==> src/rtl/msk_tx_pkg.sv <==
package msk_tx_pkg;

    localparam int PHASE_W   = 8;
    localparam int CODE_W    = 8;
    localparam int FRAC_W    = 6;
    localparam int QTR_DEPTH = 1 << FRAC_W;
    localparam int MAG_W     = CODE_W - 1;

    typedef enum logic [1:0] {
        ST_IDLE = 2'd0,
        ST_LEAD = 2'd1,
        ST_RUN  = 2'd2
    } clk_state_e;

    typedef struct packed {
        logic              bit_start;
        logic              first;
        logic              active;
        logic              half;
        logic [FRAC_W-1:0] frac;
    } bit_timing_t;

    // Accumulator step for one overflow per half-bit period, rounded.
    function automatic int unsigned calc_half_inc(input longint clk_hz,
                                                  input longint bit_hz,
                                                  input int     acc_w);
        longint num;
        num = (2 * bit_hz) << acc_w;
        return int'((num + clk_hz / 2) / clk_hz);
    endfunction

    // Quarter-wave magnitude at half-sample offsets, rational sine approximation.
    function automatic int quarter_sine(input int idx);
        int u, p, num, den;
        u   = 2 * idx + 1;
        p   = u * (256 - u);
        num = 16 * p;
        den = 5 * 65536 - 4 * p;
        return (127 * num + den / 2) / den;
    endfunction

endpackage

==> src/rtl/msk_bitclk_gen.sv <==
module msk_bitclk_gen
    import msk_tx_pkg::*;
#(
    parameter int          ACC_W       = 24,
    parameter int unsigned HALF_INC    = 22497,
    parameter int          SYNC_STAGES = 2
) (
    input  logic        clk,
    input  logic        rst,
    input  logic        tx_hold,
    output logic        tx_clk,
    output bit_timing_t timing
);

    localparam logic [ACC_W:0] STEP = (ACC_W+1)'(HALF_INC);

    logic [SYNC_STAGES-1:0] sync_q;
    logic                   hold_s;

    generate
        if (SYNC_STAGES == 1) begin : g_sync1
            always_ff @(posedge clk) begin
                if (rst) sync_q <= '1;
                else     sync_q <= tx_hold;
            end
        end else begin : g_syncn
            always_ff @(posedge clk) begin
                if (rst) sync_q <= '1;
                else     sync_q <= {sync_q[SYNC_STAGES-2:0], tx_hold};
            end
        end
    endgenerate

    assign hold_s = sync_q[SYNC_STAGES-1];

    clk_state_e       state_q, state_n;
    logic [ACC_W-1:0] acc_q, acc_n;
    logic             half_q, half_n;
    logic             tclk_q, tclk_n;
    logic             start_c, first_c;
    logic [ACC_W:0]   sum;
    logic             carry;

    assign sum   = {1'b0, acc_q} + STEP;
    assign carry = sum[ACC_W];

    always_comb begin
        state_n = state_q;
        acc_n   = acc_q;
        half_n  = half_q;
        tclk_n  = tclk_q;
        start_c = 1'b0;
        first_c = 1'b0;
        case (state_q)
            ST_IDLE: begin
                acc_n  = '0;
                half_n = 1'b0;
                tclk_n = 1'b1;
                if (!hold_s) begin
                    state_n = ST_LEAD;
                    tclk_n  = 1'b0;
                end
            end
            ST_LEAD: begin
                if (hold_s) begin
                    state_n = ST_IDLE;
                    acc_n   = '0;
                    tclk_n  = 1'b1;
                end else begin
                    acc_n = sum[ACC_W-1:0];
                    if (carry) begin
                        state_n = ST_RUN;
                        half_n  = 1'b0;
                        tclk_n  = 1'b1;
                        start_c = 1'b1;
                        first_c = 1'b1;
                    end
                end
            end
            ST_RUN: begin
                acc_n = sum[ACC_W-1:0];
                if (carry) begin
                    if (!half_q) begin
                        half_n = 1'b1;
                        tclk_n = hold_s;
                    end else if (hold_s) begin
                        state_n = ST_IDLE;
                        acc_n   = '0;
                        half_n  = 1'b0;
                        tclk_n  = 1'b1;
                    end else begin
                        half_n  = 1'b0;
                        tclk_n  = 1'b1;
                        start_c = 1'b1;
                    end
                end else if (hold_s) begin
                    tclk_n = 1'b1;
                end
            end
            default: begin
                state_n = ST_IDLE;
                acc_n   = '0;
                half_n  = 1'b0;
                tclk_n  = 1'b1;
            end
        endcase
    end

    always_ff @(posedge clk) begin
        if (rst) begin
            state_q <= ST_IDLE;
            acc_q   <= '0;
            half_q  <= 1'b0;
            tclk_q  <= 1'b1;
        end else begin
            state_q <= state_n;
            acc_q   <= acc_n;
            half_q  <= half_n;
            tclk_q  <= tclk_n;
        end
    end

    assign tx_clk           = tclk_q;
    assign timing.bit_start = start_c;
    assign timing.first     = first_c;
    assign timing.active    = (state_q == ST_RUN);
    assign timing.half      = half_q;
    assign timing.frac      = acc_q[ACC_W-1 -: FRAC_W];

    assert_park_high_R2: assert property (@(posedge clk) disable iff (rst)
        (state_q == ST_IDLE) |-> tclk_q);

    assert_lead_low_R3: assert property (@(posedge clk) disable iff (rst)
        (state_q == ST_LEAD) |-> !tclk_q);

    assert_rise_opens_bit_R5: assert property (@(posedge clk) disable iff (rst)
        start_c |=> (tclk_q && state_q == ST_RUN && !half_q));

endmodule

==> src/rtl/msk_phase_ctl.sv <==
module msk_phase_ctl
    import msk_tx_pkg::*;
(
    input  logic               clk,
    input  logic               rst,
    input  bit_timing_t        timing,
    input  logic               tx_data,
    output logic [PHASE_W-1:0] phase,
    output logic               phase_vld
);

    localparam logic [PHASE_W-1:0] HALF_TURN = PHASE_W'(1 << (PHASE_W - 1));

    logic [PHASE_W-1:0] base_q;
    logic               bit_q;
    logic [FRAC_W:0]    prog;

    always_ff @(posedge clk) begin
        if (rst) begin
            base_q <= '0;
            bit_q  <= 1'b0;
        end else if (timing.bit_start) begin
            bit_q <= tx_data;
            if (timing.first) base_q <= '0;
            else              base_q <= base_q + (bit_q ? HALF_TURN : '0);
        end
    end

    assign prog      = {timing.half, timing.frac};
    assign phase     = base_q + (bit_q ? {1'b0, prog} : {prog, 1'b0});
    assign phase_vld = timing.active;

    assert_base_steady_R7: assert property (@(posedge clk) disable iff (rst)
        !timing.bit_start |=> $stable(base_q));

endmodule

==> src/rtl/msk_sine_rom.sv <==
module msk_sine_rom
    import msk_tx_pkg::*;
(
    input  logic               clk,
    input  logic               rst,
    input  logic [PHASE_W-1:0] phase,
    input  logic               phase_vld,
    output logic [CODE_W-1:0]  code
);

    logic [MAG_W-1:0]  qtab [QTR_DEPTH];
    logic [FRAC_W-1:0] idx;
    logic [MAG_W-1:0]  mag;
    logic [CODE_W-1:0] val;

    generate
        for (genvar i = 0; i < QTR_DEPTH; i++) begin : g_qtab
            assign qtab[i] = MAG_W'(quarter_sine(i));
        end
    endgenerate

    assign idx = phase[PHASE_W-2] ? ~phase[FRAC_W-1:0] : phase[FRAC_W-1:0];
    assign mag = qtab[idx];
    assign val = phase[PHASE_W-1] ? (CODE_W'(0) - {1'b0, mag}) : {1'b0, mag};

    always_ff @(posedge clk) begin
        if (rst)            code <= '0;
        else if (phase_vld) code <= val;
        else                code <= '0;
    end

    assert_silent_when_idle_R9: assert property (@(posedge clk) disable iff (rst)
        !phase_vld |=> (code == '0));

    assert_code_range_R8: assert property (@(posedge clk) disable iff (rst)
        code != {1'b1, {(CODE_W-1){1'b0}}});

endmodule

==> src/rtl/msk_tx_mod.sv <==
module msk_tx_mod
    import msk_tx_pkg::*;
#(
    parameter longint      CLK_HZ   = 3579545,
    parameter longint      BIT_HZ   = 2400,
    parameter int          ACC_W    = 24,
    parameter int unsigned HALF_INC = calc_half_inc(CLK_HZ, BIT_HZ, ACC_W)
) (
    input  logic              clk,
    input  logic              rst,
    input  logic              tx_hold,
    input  logic              tx_data,
    input  logic              path_sel,
    input  logic [CODE_W-1:0] voice_in,
    output logic              tx_clk,
    output logic [CODE_W-1:0] tx_out
);

    bit_timing_t        timing;
    logic [PHASE_W-1:0] phase;
    logic               phase_vld;
    logic [CODE_W-1:0]  tone;

    msk_bitclk_gen #(
        .ACC_W       (ACC_W),
        .HALF_INC    (HALF_INC),
        .SYNC_STAGES (2)
    ) u_bitclk (
        .clk     (clk),
        .rst     (rst),
        .tx_hold (tx_hold),
        .tx_clk  (tx_clk),
        .timing  (timing)
    );

    msk_phase_ctl u_phase (
        .clk       (clk),
        .rst       (rst),
        .timing    (timing),
        .tx_data   (tx_data),
        .phase     (phase),
        .phase_vld (phase_vld)
    );

    msk_sine_rom u_rom (
        .clk       (clk),
        .rst       (rst),
        .phase     (phase),
        .phase_vld (phase_vld),
        .code      (tone)
    );

    assign tx_out = path_sel ? tone : voice_in;

endmodule

==> config.mk <==
export PLATFORM = sky130hd
export DESIGN_NAME = msk_tx_mod
export DESIGN_NICKNAME = d
export VERILOG_FILES = /design/src/rtl/msk_tx_pkg.sv /design/src/rtl/msk_bitclk_gen.sv /design/src/rtl/msk_phase_ctl.sv /design/src/rtl/msk_sine_rom.sv /design/src/rtl/msk_tx_mod.sv
export SDC_FILE = /design/constraint.sdc
export NUM_CORES = 1
export LEC_CHECK = 0
export BUFFER_PORTS_ARGS = -buffer_cell sky130_fd_sc_hd__buf_2
export CAP_MARGIN = 25
export CORE_MARGIN = 1.5
export CORE_UTILIZATION = 45
export CTS_CLUSTER_SIZE = 20
export DETAILED_ROUTE_END_ITERATION = 6
export GPL_TIMING_DRIVEN = 0
export PLACE_DENSITY_LB_ADDON = 0.05
export SLEW_MARGIN = 20
export SYNTH_ARGS = -nofsm -noshare
export SYNTH_HDL_FRONTEND = slang
export SYNTH_SLANG_ARGS = --single-unit
==> constraint.sdc <==
create_clock -name clk -period 3.69 [get_ports clk]
set_input_delay 0.1845 -clock clk [delete_from_list [all_inputs] [get_ports clk]]
set_output_delay 0.1845 -clock clk [all_outputs]
set_load 0.05 [all_outputs]
==> impl_metrics.json, run 1 <==
{
  "grt_max_degree": 13,
  "gp_congestion": 0.882,
  "worstSetupStartpoint": "u_bitclk.half_q",
  "cts.sinks": 40,
  "clk_pin_slew_ns": 0.07,
  "cpMaxStageDelayCell": "dfxtp_1",
  "path_common_cell": "ha_1",
  "coreArea_sq_um": 6460,
  "relSlewSlack_pct": 52.5,
  "totalWireLength_um": 6670,
  "wire_per_inst_um": 14.3,
  "dr.pass1.iters": 6,
  "max_cap_violations": 0,
  "ir_drop_mv": 0.208,
  "dp_hpwl_um": 4870,
  "yosys_warnings": 0,
  "htreeDepth": 2,
  "crit_chain": "buf_6 -> xnor2_1 -> mux2_4 -> ha_1 -> nand2b_1 -> mux2i_1 -> nor3_1 -> a311o_1 -> a211oi_4 -> ha_1 -> nor2b_1 -> o2111ai_1 -> nand3_1 -> nor3b_1",
  "outcome": "finished with violations",
  "hold_violations": 0,
  "synth_top_area_share_pct": 26.1,
  "detail-route-antenna-nets": 0,
  "die_height_um": 85.6,
  "violations": "design-rule violations",
  "finalSetupViolations": 0,
  "reg2reg_slack_ns": 0.34,
  "crit_fanout": 10,
  "tns_ns": 0,
  "netlist_area_sq_um": 3070,
  "crit_required_ns": 3.90,
  "tritoncts": "yes",
  "start_kind": "register",
  "finalCritPeriodShare_pct": 90.7,
  "layout.nets": 418,
  "syn_inst": 362,
  "vias_per_cell": 5.51,
  "rr_endpoint": "u_rom.code[6]",
  "hp-start": "tx_hold",
  "grt_setup_unrepaired": "no",
  "final_area_sq_um": 3370,
  "design.die.area_sq_um": 7330,
  "hold_buffers": 0,
  "cts_resized": 0,
  "portBuffers": 20,
  "grt_pass1_vias": 2423,
  "fin_worst_skew_ns": 0.00292,
  "final_cells": 467,
  "rr_worst_depth": 14,
  "boundaryPins": 22,
  "hold_ws_ns": 0.0812,
  "fillers": 658,
  "cellPowerDensity_nw_per_um2": 239,
  "synth-edff-count": 0,
  "drc": 3,
  "synthToLayoutAreaGrowth_pct": 9.78,
  "hold_class": "in -> reg",
  "die_w_um": 85.6,
  "drive_gt1_share_pct": 20.8,
  "first_iter_violations": 96,
  "cts_buffers": 5,
  "core.rowCount": 29,
  "cts_buffer_depth": 2,
  "fmax_ghz": 0.299,
  "grt_usage_pct": 18.3,
  "ys_ff_latch": 40,
  "r2r_start": "u_bitclk.half_q",
  "drv_slew": 0,
  "hold_path_end": "u_bitclk.sync_q[0]",
  "antenna_found_initial": 0,
  "min_period_ns": 3.35,
  "tightestPinTransition_ns": 0.707,
  "start_util_pct": 47.5,
  "ys_async_sr_fraction_pct": 0,
  "endpoint_kind": "register",
  "via_count": 2572,
  "cts_setup_buffers": 0,
  "crit_arrival_ns": 3.56,
  "ys_top_cells_by_area": "dfxtp_1 26%, ha_1 6.5%, xnor2_1 6.3%",
  "hold_depth": 2,
  "synth_top_area_cell": "dfxtp_1",
  "crit_type": "reg -> reg",
  "max_stage_delay_ns": 0.45,
  "synthDistinctLibCells": 69,
  "synth-main-ff-cell": "dfxtp_1",
  "avgSynthCellArea_sq_um": 8.48,
  "dp.cells": 459,
  "place_area_sq_um": 3270,
  "total_power_mw": 0.807,
  "syn-num-nets": 391,
  "grt_overflow_total": 0,
  "grt_pass1_wl_um": 11000,
  "cts-root-buf": "clkbuf_8",
  "insertion_delay_ns": 0.29,
  "ys_seq_area_share_pct": 26.1,
  "leakagePower_nw": 1.26,
  "num_antenna_cells": 0
}
-- logic make-up after synthesis --
group                    Yosys count  share of synthesized area, %
multiplexers                      24                          9.45
AND/OR/NAND/NOR                  145                          25.3
AO/OA/AOI/OAI                     67                          15.4
XOR/XNOR                          37                          11.3
buffers and inverters             33                          5.99
adder cells (fa/ha/maj)           16                          6.52
flip-flops                        40                          26.1
-- per-layer routing --
layer	GRT usage, %	wire length, um	vias up
met5	0	0	-
met4	5.87	81	0
met3	2.41	214	7
met2	32.1	3250	51
met1	23.3	3130	1189
li1	-	-	1325
-- worst max path at each step --
| stage | cells after the start | end | slack, ns |
|---|---|---|---|
| CTS | 13 | u_rom.code[5] | 0.18 |
| floorplan | 14 | u_rom.code[6] | 0.74 |
| detailed placement | 13 | u_rom.code[7] | 0.20 |
| global route | 15 | u_rom.code[6] | 0.09 |
| finish | 14 | u_rom.code[6] | 0.34 |
| global placement | 13 | u_rom.code[5] | 0.25 |
-- cell usage after synthesis, drive strengths merged, types with 2 or more instances --
library cell	instances
xnor2	24
and4bb	2
nand3	12
or3	2
a21oi	14
a21o	2
clkbuf	6
ha	16
nand2	26
or2	7
nand3b	4
nor3b	2
mux2i	13
a31oi	5
dfxtp	40
inv	8
or3b	2
nor2	46
nor3	10
nor2b	9
nand2b	6
buf	18
o22ai	3
o211ai	5
nor4	2
a211oi	10
or4b	2
o221ai	2
o21ai	12
mux2	11
and2	2
o311ai	3
nand4	4
xor2	13
-- power by group --
part / internal, mW / switching (mW) / total, mW
Combinational: 0.0264 / 0.0407 / 0.0670
Sequential: 0.435 / 0.00228 / 0.437
Clock: 0.153 / 0.150 / 0.303
-- placed cells by master, fill, tap and decap left out, drive strengths merged, types with 3 or more instances in the layout --
cell type and instances:
nor2 46, nor3 10, nor2b 9, mux2 11, a21oi 14, clkbuf 14
o311ai 3, o22ai 3, mux2i 13, a211oi 10, nand2 26, nand3 12
o211ai 5, xor2 13, nand2b 6, nand4 4, nand3b 4, inv 8
dfxtp 40, ha 16, a31oi 5, xnor2 24, buf 38, o21ai 12
or2 7
-- worst max-delay path, delay by kind of cell, from the launching register on --
kind / cells / cell delay (ns)
buf+inv: 1 / 0.18
fa+ha+maj: 2 / 0.66
compound gates: 3 / 0.83
simple gates: 5 / 0.61
flops: 1 / 0.45
xor+xnor: 1 / 0.07
mux: 2 / 0.47
-- metrics by stage --
stage	util, %	worst slack [ns]
2_1_floorplan	-	0.743
3_3_place_gp	50.6	0.248
3_5_place_dp	50.6	0.199
4_1_cts	52.0	0.184
5_1_grt	52.2	0.0896
6_report	52.2	0.343
-- final cells by class --
cell class                      instances  area, sq um  area share (%)
Clock buffer                            8         90.1            2.67
Buffer                                 24          145            4.31
Multi-Input combinational cell        289         2100            62.3
Tap cell                               77         96.3            2.86
Inverter                                9         38.8            1.15
Sequential cell                        40          801            23.8
Timing Repair Buffer                   20          100            2.97
-- flip-flops by register name, indices dropped and copies added, names as in the netlist --
register / count
u_bitclk.half_q: 1
u_bitclk.acc_q: 24
u_phase.base_q: 1
u_rom.code: 8
u_phase.bit_q: 1
u_bitclk.state_q: 2
u_bitclk.tx_clk: 1
u_bitclk.sync_q: 2
No activity file was read; power rests on OpenSTA's default activity.
==> inputs of run 2 (changes only) <==
--- a/config.mk
+++ b/config.mk
@@ -8,7 +8,7 @@
 export BUFFER_PORTS_ARGS = -buffer_cell sky130_fd_sc_hd__buf_2
 export CAP_MARGIN = 25
 export CORE_MARGIN = 1.5
-export CORE_UTILIZATION = 45
+export CORE_UTILIZATION = 30
 export CTS_CLUSTER_SIZE = 20
 export DETAILED_ROUTE_END_ITERATION = 6
 export GPL_TIMING_DRIVEN = 0
==> impl_metrics.json, run 2 (same netlist as run 1, synthesis figures left out) <==
{
  "outcome": "complete, no violations",
  "clkPwrFrac_pct": 43.8,
  "tns_ns": 0,
  "crit_fanout": 10,
  "crit_type": "reg -> reg",
  "wire_per_inst_um": 13.5,
  "boundaryPins": 22,
  "totalWireLength_um": 7050,
  "drv_slew": 0,
  "ir_drop_mv": 0.132,
  "detail-route-antenna-nets": 0,
  "combPwrFrac_pct": 7.6,
  "drc": 0,
  "vias_per_cell": 4.91,
  "grt_setup_unrepaired": "no",
  "cts_buffers": 5,
  "p_seq_share_pct": 48.6,
  "core.rowCount": 36,
  "final_common_cell": "nor2_1",
  "antenna_found_initial": 0,
  "grt_overflow_total": 0,
  "crit_required_ns": 3.93,
  "coreArea_sq_um": 9860,
  "synthToLayoutAreaGrowth_pct": 13.0,
  "grt_pass1_vias": 2419,
  "min_period_ns": 3.46,
  "clk_pin_slew_ns": 0.09,
  "power.switching_mw": 0.216,
  "drive_gt1_share_pct": 21.3,
  "final_cell_mix": "46 x nor2_1, 40 x dfxtp_1, 28 x buf_2",
  "final_core_util_pct": 35.2,
  "switching_share_pct": 24.0,
  "largest-register": "u_bitclk.acc_q",
  "num_antenna_cells": 0,
  "largest_reg_flops": 24,
  "total_power_mw": 0.899,
  "grt_pass1_wl_um": 12100,
  "insertion_delay_ns": 0.30,
  "fin_worst_skew_ns": 0.00524,
  "tritoncts": "yes",
  "grt_max_degree": 14,
  "hold_class": "in -> reg",
  "finalSetupViolations": 0,
  "dp_hpwl_um": 5160,
  "relSlewSlack_pct": 50.2,
  "start_kind": "register",
  "tightestPinTransition_ns": 0.742,
  "leakagePower_nw": 1.27,
  "via_count": 2570,
  "cts.sinks": 40,
  "cts_setup_buffers": 0,
  "die_w_um": 104,
  "first_iter_violations": 129,
  "finalCritPeriodShare_pct": 93.8,
  "die_height_um": 104,
  "cellPowerDensity_nw_per_um2": 259,
  "cts_buffer_depth": 2,
  "grt_usage_pct": 13.5,
  "crit_arrival_ns": 3.70,
  "hold_violations": 0,
  "design.die.area_sq_um": 10900,
  "hold_buffers": 0,
  "fmax_ghz": 0.289,
  "p_int_mw": 0.683,
  "portBuffers": 20,
  "layout.nets": 418,
  "endpoint_kind": "register",
  "max_cap_violations": 0,
  "start_util_pct": 31.1,
  "dr.pass1.iters": 4,
  "gp_congestion": 0.776,
  "cts-root-buf": "clkbuf_8",
  "reg.largest.list": "u_bitclk.acc_q: 24 flops, u_rom.code: 8 flops",
  "htreeDepth": 2
}
[run 2: changes by cell type in the layout (fill, tap and decap cells not counted), sizes merged]
cell,previous run,this run
bufinv,0,1
clkbuf,14,12
clkinv,1,2
[run 2: stage by stage]
| stage | cell area [sq um] | instances | hold WS (ns) | setup slack, ns |
|---|---|---|---|---|
| global placement | 3340 | 515 | 0.367 | 0.115 |
| floorplan | 3070 | 362 | 0.288 | 0.743 |
| detailed placement | 3340 | 515 | 0.377 | 0.160 |
| finish | 3470 | 523 | 0.0679 | 0.230 |
| CTS | 3460 | 523 | 0.0585 | 0.134 |
| global route | 3470 | 523 | 0.0799 | 0.00743 |
[run 2: critical path, stage by stage (launching register included)]
cell and delay, ns:
dfxtp_1 0.39, buf_6 0.20, buf_4 0.20, nor2_1 0.08, a21oi_4 0.27, ha_2 0.39
or2_2 0.28, mux2i_1 0.12, o21ai_0 0.12, and4_1 0.24, o22ai_1 0.41, o211ai_1 0.23
or3_1 0.40, nand3_1 0.07
[run 2: final timing paths]
check | end | slack [ns] | cells past startpoint | from
setup / recovery | u_rom.code[5] | 0.23 | 13 | u_phase.bit_q
hold / removal | u_bitclk.sync_q[0] | 0.07 | 2 | tx_hold
setup reg to reg | u_rom.code[5] | 0.23 | 13 | u_phase.bit_q
hold reg to reg | u_bitclk.sync_q[1] | 0.44 | 1 | u_bitclk.sync_q[0]
[run 2: cell type report]
type,count,area [sq um]
Tap cell,133,166
Timing Repair Buffer,20,100
Inverter,9,38.8
Buffer,24,145
Multi-Input combinational cell,289,2100
Clock inverter,2,38.8
Fill cell,1043,6400
Sequential cell,40,801
Clock buffer,6,82.6
[run 2: what timing repair did]
item,CTS,global route
hold endpoints to repair,0,0
endpoints found under the setup margin,0,3
gates resized for setup,0,2
[run 2: power groups by stage]
stage	logic (mW)	registers, mW	clock network (mW)
finish	0.0679	0.437	0.394
CTS	0.0684	0.437	0.415
global placement	0.0679	0.447	0
floorplan	0.0501	0.448	0
detailed placement	0.0681	0.447	0
global route	0.0746	0.437	0.422
[run 2: metal layers]
metal / wire, um / GRT usage (%) / vias to the layer above / share of wire (%)
met1: 3520 / 18.2 / 1205 / 50
met4: 27 / 2.68 / 0 / 0.38
li1: - / - / 1330 / -
met5: 0 / 0 / - / 0
met3: 158 / 2.26 / 2 / 2.2
met2: 3340 / 22.5 / 33 / 47
==> inputs of run 3 (changes only) <==
--- a/config.mk
+++ b/config.mk
@@ -7,7 +7,6 @@
 export LEC_CHECK = 0
 export BUFFER_PORTS_ARGS = -buffer_cell sky130_fd_sc_hd__buf_2
 export CAP_MARGIN = 25
-export CORE_MARGIN = 1.5
 export CORE_UTILIZATION = 30
 export CTS_CLUSTER_SIZE = 20
 export DETAILED_ROUTE_END_ITERATION = 6
==> constraint.sdc (replaced) <==
create_clock -name clk -period 3.69 [get_ports clk]
set_input_delay 0 -clock clk [delete_from_list [all_inputs] [get_ports clk]]
set_output_delay 0 -clock clk [all_outputs]
set_load 0.05 [all_outputs]
==> impl_metrics.json, run 3 (same netlist as run 1, synthesis figures left out) <==
{
  "cts-root-buf": "clkbuf_8",
  "coreArea_sq_um": 9860,
  "cpMaxStageDelayCell": "dfxtp_1",
  "insertion_delay_ns": 0.29,
  "crit_fanout": 10,
  "vias_per_cell": 4.89,
  "endpoint_kind": "register",
  "wl_met1_um": 3500,
  "crit_required_ns": 3.86,
  "gp_congestion": 0.783,
  "via_count": 2563,
  "hp-start": "rst",
  "largest_reg_flops": 24,
  "cts.sinks": 40,
  "first_iter_violations": 94,
  "grt_pass1_wl_um": 11900,
  "antenna_found_initial": 0,
  "tns_ns": 0,
  "place_area_sq_um": 3340,
  "crit_buf_inv": 1,
  "final_area_sq_um": 3450,
  "r2r_start": "u_bitclk.half_q",
  "tightestPinTransition_ns": 0.834,
  "final_cell_mix": "46 x nor2_1, 40 x dfxtp_1, 28 x buf_2",
  "min_period_ns": 3.39,
  "num_antenna_cells": 0,
  "die_height_um": 103,
  "layout.nets": 420,
  "boundaryPins": 22,
  "start_util_pct": 31.1,
  "wl_met3_um": 180,
  "total_power_mw": 0.796,
  "dp_hpwl_um": 5260,
  "drc": 0,
  "rr_worst_depth": 14,
  "crit_type": "reg -> reg",
  "totalWireLength_um": 7190,
  "portBuffers": 20,
  "core.rowCount": 36,
  "path_common_cell": "ha_1",
  "ir_drop_mv": 0.164,
  "cellPowerDensity_nw_per_um2": 231,
  "hold_ws_ns": 0.0416,
  "hold_path_end": "u_rom.code[7]",
  "leakagePower_nw": 1.26,
  "tritoncts": "yes",
  "reg.largest.list": "u_bitclk.acc_q: 24 flops, u_rom.code: 8 flops",
  "max_cap_violations": 0,
  "cp_top_family": "compound AO/OA/AOI/OAI gates",
  "drv_slew": 0,
  "grt_max_degree": 13,
  "finalSetupViolations": 0,
  "hold_depth": 4,
  "design.die.area_sq_um": 10600,
  "grt_usage_pct": 14.4,
  "cts_buffer_depth": 2,
  "fillers": 1049,
  "wire_per_inst_um": 13.7,
  "start_kind": "register",
  "drive_gt1_share_pct": 21.0,
  "outcome": "complete, no violations",
  "htreeDepth": 2,
  "hold_violations": 0,
  "max_stage_delay_ns": 0.45,
  "clk_pin_slew_ns": 0.08,
  "fmax_ghz": 0.295,
  "hold_class": "in -> reg",
  "cts_buffers": 5,
  "grt_overflow_total": 0,
  "rr_endpoint": "u_rom.code[6]",
  "detail-route-antenna-nets": 0,
  "relSlewSlack_pct": 44.0,
  "finalCritPeriodShare_pct": 91.8,
  "grt_pass1_vias": 2392,
  "fin_worst_skew_ns": 0.00604,
  "dr_wl_met2_um": 3440,
  "top_layer": "met4",
  "grt_setup_unrepaired": "no",
  "final_common_cell": "nor2_1",
  "reg2reg_slack_ns": 0.30,
  "worstSetupStartpoint": "u_bitclk.half_q",
  "crit_arrival_ns": 3.56,
  "die_w_um": 103,
  "final_core_util_pct": 35.0,
  "largest-register": "u_bitclk.acc_q",
  "dr.pass1.iters": 4,
  "crit_chain": "buf_6 -> xnor2_1 -> mux2_4 -> ha_1 -> nand2_1 -> mux2i_1 -> nor3_1 -> a311o_1 -> a211oi_4 -> ha_1 -> nor2b_1 -> o2111ai_1 -> a21oi_1 -> nor3b_1",
  "synthToLayoutAreaGrowth_pct": 12.4
}
==> run 3: worst register-to-register path, cell delays in order (launching register included) <==
cell	delay, ns
dfxtp_1	0.45
buf_6	0.18
xnor2_1	0.08
mux2_4	0.35
ha_1	0.44
nand2_1	0.11
mux2i_1	0.14
nor3_1	0.07
a311o_1	0.34
a211oi_4	0.36
ha_1	0.25
nor2b_1	0.13
o2111ai_1	0.13
a21oi_1	0.18
nor3b_1	0.07
==> run 3: report_power, final <==
part / switching, mW / internal, mW
sequential: 0.00197 / 0.435
clock: 0.161 / 0.128
combinational: 0.0421 / 0.0279
==> run 3: per-layer routing <==
layer  up-vias  track usage [%]
met4         0             2.60
li1       1329                -
met2        33             24.8
met3         4             2.24
met5         -                0
met1      1197             19.1
==> run 3: through the flow <==
step / instances / worst slack, ns
6_report: 524 / 0.302
3_5_place_dp: 515 / 0.134
4_1_cts: 524 / 0.0809
2_1_floorplan: 362 / 0.743
3_3_place_gp: 515 / 0.0819
5_1_grt: 524 / 0.0101
==> run 3: final cells by class <==
| type | instances | area, sq um | area share (%) |
|---|---|---|---|
| repair buffers | 22 | 120 | 3.48 |
| flip-flops and latches | 40 | 801 | 23.2 |
| inverters | 9 | 38.8 | 1.12 |
| clock inverters | 2 | 12.5 | 0.362 |
| clock buffers | 5 | 68.8 | 1.99 |
| multi-input cells | 289 | 2100 | 60.8 |
| well taps | 133 | 166 | 4.82 |
| plain buffers | 24 | 145 | 4.20 |
==> run 3: worst max-delay path by stage <==
stage	endpoint	slack, ns	depth (start not counted)
5_1_grt	u_rom.code[6]	0.01	14
3_3_place_gp	u_rom.code[5]	0.08	13
2_1_floorplan	u_rom.code[6]	0.74	14
3_5_place_dp	u_rom.code[5]	0.13	13
6_report	u_rom.code[6]	0.30	14
4_1_cts	u_rom.code[5]	0.08	13
==> run 3: repair_timing <==
item                                    in CTS  in global routing
setup buffers                                0                  0
endpoints found under the setup margin       0                  3
hold buffers                                 2                  0
resized for setup                            0                  2
endpoints found under the hold margin        2                  0
